File: src/rtl/piq_pkg.sv
package piq_pkg;
  // Outcome of one push attempt, after the same-cycle pop is applied.
  typedef enum logic [1:0] {
    ACT_IDLE  = 2'd0,
    ACT_STORE = 2'd1,
    ACT_EVICT = 2'd2,
    ACT_LOSE  = 2'd3
  } enq_act_e;
endpackage

File: src/rtl/piq_ctrl.sv
module piq_ctrl
  import piq_pkg::*;
#(
  parameter int DEPTH = 8,
  localparam int CNT_W = $clog2(DEPTH + 1),
  localparam int PTR_W = $clog2(DEPTH)
) (
  input  logic             clk,
  input  logic             rst_n,
  input  logic             enq_valid,
  input  logic             enq_prio,
  input  logic             deq_ready,
  output logic             do_pop,
  output logic             do_ins,
  output logic [PTR_W-1:0] ins_pos,
  output logic             head_hi,
  output logic             full,
  output logic             empty,
  output logic             drop
);
  localparam logic [CNT_W-1:0] CAP = CNT_W'(DEPTH);

  logic [CNT_W-1:0] cnt_q, hcnt_q;
  logic [CNT_W-1:0] cnt_mid, hcnt_mid, cnt_d, hcnt_d;
  logic             room, has_low;
  enq_act_e         act;
  logic             drop_q;

  assign head_hi = (hcnt_q != '0);
  assign do_pop  = deq_ready && (cnt_q != '0);

  // Occupancy once the pop of this cycle has been applied.
  assign cnt_mid  = cnt_q - CNT_W'(do_pop);
  assign hcnt_mid = hcnt_q - CNT_W'(do_pop && head_hi);
  assign room     = (cnt_mid != CAP);
  assign has_low  = (hcnt_mid != cnt_mid);

  always_comb begin
    act = ACT_IDLE;
    if (enq_valid) begin
      if (room)                 act = ACT_STORE;
      else if (enq_prio && has_low) act = ACT_EVICT;
      else                      act = ACT_LOSE;
    end
  end

  assign do_ins  = (act == ACT_STORE) || (act == ACT_EVICT);
  assign ins_pos = enq_prio ? hcnt_mid[PTR_W-1:0] : cnt_mid[PTR_W-1:0];

  assign cnt_d  = cnt_mid + CNT_W'(act == ACT_STORE);
  assign hcnt_d = hcnt_mid + CNT_W'(do_ins && enq_prio);

  always_ff @(posedge clk or negedge rst_n) begin
    if (!rst_n) begin
      cnt_q  <= '0;
      hcnt_q <= '0;
      drop_q <= 1'b0;
    end else begin
      cnt_q  <= cnt_d;
      hcnt_q <= hcnt_d;
      drop_q <= (act == ACT_EVICT) || (act == ACT_LOSE);
    end
  end

  assign full  = (cnt_q == CAP);
  assign empty = (cnt_q == '0);
  assign drop  = drop_q;
endmodule

File: src/rtl/piq_store.sv
module piq_store #(
  parameter int DEPTH = 8,
  parameter int TAG_W = 8,
  localparam int PTR_W = $clog2(DEPTH)
) (
  input  logic             clk,
  input  logic             rst_n,
  input  logic             do_pop,
  input  logic             do_ins,
  input  logic [PTR_W-1:0] ins_pos,
  input  logic [TAG_W-1:0] ins_tag,
  output logic [TAG_W-1:0] head_tag
);
  logic [TAG_W-1:0] slot_q [DEPTH];
  logic [TAG_W-1:0] mid    [DEPTH];
  logic [TAG_W-1:0] nxt    [DEPTH];

  for (genvar k = 0; k < DEPTH; k++) begin : g_slot
    // Pop stage: everything moves one place toward the head.
    if (k == DEPTH - 1) begin : g_top
      assign mid[k] = do_pop ? '0 : slot_q[k];
    end else begin : g_inner
      assign mid[k] = do_pop ? slot_q[k+1] : slot_q[k];
    end

    // Insert stage: slots at and above the insert point move one place back.
    if (k == 0) begin : g_first
      always_comb begin
        if (do_ins && ins_pos == '0) nxt[k] = ins_tag;
        else                         nxt[k] = mid[k];
      end
    end else begin : g_rest
      always_comb begin
        if (!do_ins || (PTR_W'(k) < ins_pos)) nxt[k] = mid[k];
        else if (PTR_W'(k) == ins_pos)        nxt[k] = ins_tag;
        else                                  nxt[k] = mid[k-1];
      end
    end

    always_ff @(posedge clk or negedge rst_n) begin
      if (!rst_n) slot_q[k] <= '0;
      else        slot_q[k] <= nxt[k];
    end
  end

  assign head_tag = slot_q[0];
endmodule

File: src/rtl/prio_insert_queue.sv
module prio_insert_queue #(
  parameter int DEPTH = 8,
  parameter int TAG_W = 8
) (
  input  logic             clk,
  input  logic             rst_n,
  input  logic             enq_valid,
  input  logic             enq_prio,
  input  logic [TAG_W-1:0] enq_tag,
  input  logic             deq_ready,
  output logic [TAG_W-1:0] deq_tag,
  output logic             deq_prio,
  output logic             full,
  output logic             empty,
  output logic             drop
);
  localparam int PTR_W = $clog2(DEPTH);

  logic             do_pop, do_ins, head_hi;
  logic [PTR_W-1:0] ins_pos;

  piq_ctrl #(.DEPTH(DEPTH)) ctrl_i (
    .clk       (clk),
    .rst_n     (rst_n),
    .enq_valid (enq_valid),
    .enq_prio  (enq_prio),
    .deq_ready (deq_ready),
    .do_pop    (do_pop),
    .do_ins    (do_ins),
    .ins_pos   (ins_pos),
    .head_hi   (head_hi),
    .full      (full),
    .empty     (empty),
    .drop      (drop)
  );

  piq_store #(.DEPTH(DEPTH), .TAG_W(TAG_W)) store_i (
    .clk      (clk),
    .rst_n    (rst_n),
    .do_pop   (do_pop),
    .do_ins   (do_ins),
    .ins_pos  (ins_pos),
    .ins_tag  (enq_tag),
    .head_tag (deq_tag)
  );

  assign deq_prio = head_hi;
endmodule

File: config.mk
export PLATFORM = sky130hd
export DESIGN_NAME = prio_insert_queue
export DESIGN_NICKNAME = d
export VERILOG_FILES = /design/src/rtl/piq_pkg.sv /design/src/rtl/piq_ctrl.sv /design/src/rtl/piq_store.sv /design/src/rtl/prio_insert_queue.sv
export SDC_FILE = /design/constraint.sdc
export NUM_CORES = 1
export LEC_CHECK = 0
export ABC_CLOCK_PERIOD_IN_PS = 4300
export BUFFER_PORTS_ARGS = -buffer_cell sky130_fd_sc_hd__buf_4
export CAP_MARGIN = 20
export CELL_PAD_IN_SITES_DETAIL_PLACEMENT = 0
export CELL_PAD_IN_SITES_GLOBAL_PLACEMENT = 1
export CORE_ASPECT_RATIO = 0.9
export CORE_MARGIN = 5
export CORE_UTILIZATION = 31
export CTS_CLUSTER_DIAMETER = 150
export DETAILED_ROUTE_END_ITERATION = 6
export HOLD_SLACK_MARGIN = 0.1
export PLACE_DENSITY = 0.64
export RECOVER_POWER = 50
export SLEW_MARGIN = 25
export SYNTH_ARGS = -nofsm -noshare
export SYNTH_HDL_FRONTEND = slang
export SYNTH_HIERARCHICAL = 1
export SYNTH_SLANG_ARGS = --single-unit
File: constraint.sdc
create_clock -name clk -period 4.3 [get_ports clk]
set_clock_uncertainty 0.15 [all_clocks]
set_input_delay 0.645 -clock clk [delete_from_list [all_inputs] [get_ports clk]]
set_output_delay 0.645 -clock clk [all_outputs]
set_load 0.02 [all_outputs]
==> metrics.md <==
| Metric | Value |
|---|---|
| Status | `finished, violations left` |
| Failing checks | `max-capacitance violations, max-slew violations` |
| CTS resizes | `0` |
| Sequential area share after synthesis | `41.9%` |
| Most used routing layer | `met1` |
| Register area | `1830 µm²` |
| Main synth FF type | `dfrtp_1` |
| Fin area | `4950 µm²` |
| Tightest Pin Transition | `1900 ps` |
| Layout cells sized above 1 | `25.8%` |
| Met3 Use GR | `2.21%` |
| Grt ovf | `0` |
| FP Rows | `41` |
| Avg Cell Area, Syn | `11.3 µm²` |
| VDD IR-drop max | `0.000237 V` |
| Setup TNS | `0 ps` |
| Pwr dens | `879 nW/µm²` |
| Worst hold slack | `357 ps` |
| Commonest non-fill, non-tap cell in the layout | `dfrtp_1` |
| Max Cap Viol | `1` |
| Largest net degree at the start of global routing | `74` |
| RSZ-0062 raised after global routing | `false` |
| Filler cell count | `1387` |
| Core ar. | `13900 µm²` |
| RePlAce Congestion | `0.740` |
| H-tree Lvls | `3` |
| N_diodes | `0` |
| Tot GR Track Use | `12.6%` |
| Synthesized instance count | `384` |
| Max-slew violations | `74` |
| Setup crit end kind | `register` |
| Peak Freq | `265 MHz` |
| Avg WL per Cell | `16.4 µm` |
| Drt drc | `0` |
| Clk slew on worst S/H paths | `60 ps` |
| Via count | `2849` |
| Worst min path class | `register to register` |
| Sinks on Clock Net | `73` |
| Setup Fix Bufs, Post-CTS | `0` |
| DRT Pass-1 Iters | `4` |
| Synth async-reset ratio | `100%` |
| Number of DRC markers in iteration 0 | `181` |
| Dpl cell area | `4640 µm²` |
| Final ANT Viol Nets | `0` |
| Tot Pwr | `4.35 mW` |
| Slew Limit Headroom | `-26.8%` |
| Initial Util | `31.3%` |
| Root Buffer Master | `clkbuf_16` |
| Fin crit share | `87.7%` |
| Width of the die | `135 µm` |
| Startpoint Class | `register` |
| Minimum clock period | `3770 ps` |
| Die height | `122 µm` |
| Final Hold Viols | `0` |
| Hold-fix buffers, CTS | `0` |
| Final-report setup violation count | `0` |
| First-pass GRT wire length | `16300 µm` |
| P_leak | `2.27 nW` |
| Initial antenna violation count | `0` |
| Number of synthesized flops with an enable pin | `0` |
| M2 GR Usage | `18.1%` |
| Crit path max fanout | `19` |
| CTS Buf Count | `9` |
| Post-Syn Area | `4360 µm²` |
| Yosys warnings | `6` |
| Via density | `4.84` |
| Crit Path Class | `register to register` |
| Clock buffer depth | `2` |
| Final #Nets | `414` |
| Commonest non-fill, non-tap cells in the layout | `73 x dfrtp_1, 63 x mux2i_1, 45 x mux2_2` |
| DP HPWL | `6730 µm` |
| Vias in the first global route | `2985` |
| Unique masters post-synth | `46` |
| Critical Path RT | `4410 ps` |
| Clock Latency Late Sink | `340 ps` |
| Area of the multi-input gates | `2270 µm²` |
| P&R area growth vs syn | `13.5%` |
| # port buffers | `24` |
| Syn_nets | `405` |
| Routing usage on met1 | `18.5%` |
| Drt total wl | `9680 µm` |
| TritonCTS clock tree | `yes` |
| Synth Register Bits | `73` |
| Crit path arrival time | `3890 ps` |
| IO Pins | `25` |
| Die ar. | `16500 µm²` |
-- cells by family (layout without fill, tap and decap cells) --
family	Yosys count	after routing	share of synthesized area (%)
AO/OA/AOI/OAI	74	74	10.7
XOR/XNOR	11	11	2.38
adder cells (fa/ha/maj)	8	8	2.30
buffers and inverters	50	62	6.26
flip-flops	73	73	41.9
multiplexers	119	119	29.6
AND/OR/NAND/NOR	49	49	6.83
-- layer usage --
metal | routed length (µm) | vias to the layer above
met4 | 198 | 0
met1 | 5180 | 1399
met5 | 0 | -
met2 | 4130 | 24
met3 | 170 | 11
li1 | - | 1415
-- through the flow --
stage | cells | worst slack (ps) | utilization [%]
3_3_place_gp | 575 | 645 | 33.4
6_report | 589 | 527 | 35.6
5_1_grt | 589 | 137 | 35.6
3_5_place_dp | 575 | 523 | 33.4
2_1_floorplan | 384 | 344 | -
4_1_cts | 589 | 493 | 35.8
-- state kept, by name (all words and copies together), names as in the netlist --
name,count
ctrl_i/hcnt_q,4
store_i/slot_q,56
ctrl_i/drop,1
store_i/head_tag,8
ctrl_i/cnt_q,4
-- path summary, 6_finish.rpt --
path                                                 end                           from  cells after the start  slack [ps]
hold / removal             store_i/slot_q[1]$_DFFE_PN0P_  store_i/slot_q[1]$_DFFE_PN0P_                      1         360
max in group asynchronous   store_i/slot_q[51]$_DFF_PN0_                          rst_n                      1        2200
min in group asynchronous  store_i/slot_q[0]$_DFFE_PN0P_                          rst_n                      1         690
setup reg to reg            store_i/slot_q[18]$_DFF_PN0_      ctrl_i/cnt_q[2]$_DFF_PN0_                     13         530
hold reg to reg            store_i/slot_q[1]$_DFFE_PN0P_  store_i/slot_q[1]$_DFFE_PN0P_                      1         360
setup / recovery            store_i/slot_q[18]$_DFF_PN0_      ctrl_i/cnt_q[2]$_DFF_PN0_                     13         530
-- power breakdown --
group | internal, mW | total, mW | switching (mW)
registers | 1.04 | 1.24 | 0.195
logic | 1.05 | 2.25 | 1.20
clock network | 0.576 | 0.861 | 0.285
total | 2.67 | 4.35 | 1.68
-- cells in the mapped netlist (2+ instances only) --
| cell type | instances | area share, % |
|---|---|---|
| buf_2 | 11 | 1.3 |
| nand3b_1 | 2 | 0.34 |
| a21oi_1 | 28 | 3.2 |
| mux2i_1 | 63 | 14 |
| nor2b_1 | 3 | 0.43 |
| or3b_1 | 2 | 0.40 |
| xnor2_1 | 8 | 1.6 |
| nand2_1 | 4 | 0.34 |
| a31oi_1 | 9 | 1.3 |
| mux2_4 | 8 | 2.8 |
| inv_1 | 15 | 1.3 |
| buf_4 | 15 | 2.6 |
| mux2_2 | 45 | 12 |
| nor3b_2 | 2 | 0.57 |
| mux2_1 | 3 | 0.78 |
| buf_6 | 2 | 0.52 |
| nor2_1 | 19 | 1.6 |
| dfrtp_1 | 73 | 42 |
| and2_1 | 3 | 0.43 |
| a22o_1 | 7 | 1.4 |
| a22oi_1 | 8 | 1.4 |
| nor3b_1 | 3 | 0.52 |
| ha_1 | 8 | 2.3 |
| xor2_1 | 2 | 0.40 |
| clkbuf_1 | 5 | 0.43 |
| o22ai_1 | 16 | 2.3 |
-- critical path, stage by stage (launching register included) --
cell      delay [ps]
dfrtp_1          430
nor4_1           560
nor2b_4           90
and2_1           160
ha_1             190
ha_1             190
xnor2_1          360
xnor2_1          200
o31ai_1          120
a21boi_2         180
buf_4            260
a21boi_2         540
nor2_1           110
a21oi_1          150
-- cell type report --
class,instances,share of cell area [%]
repair buffers,32,4.35
clock inverters,3,1.82
clock buffers,11,4.91
inverters,16,1.21
multi-input cells,261,45.9
flip-flops and latches,73,36.9
well taps,193,4.88
Note: power is estimated with default switching activity, not from simulation.
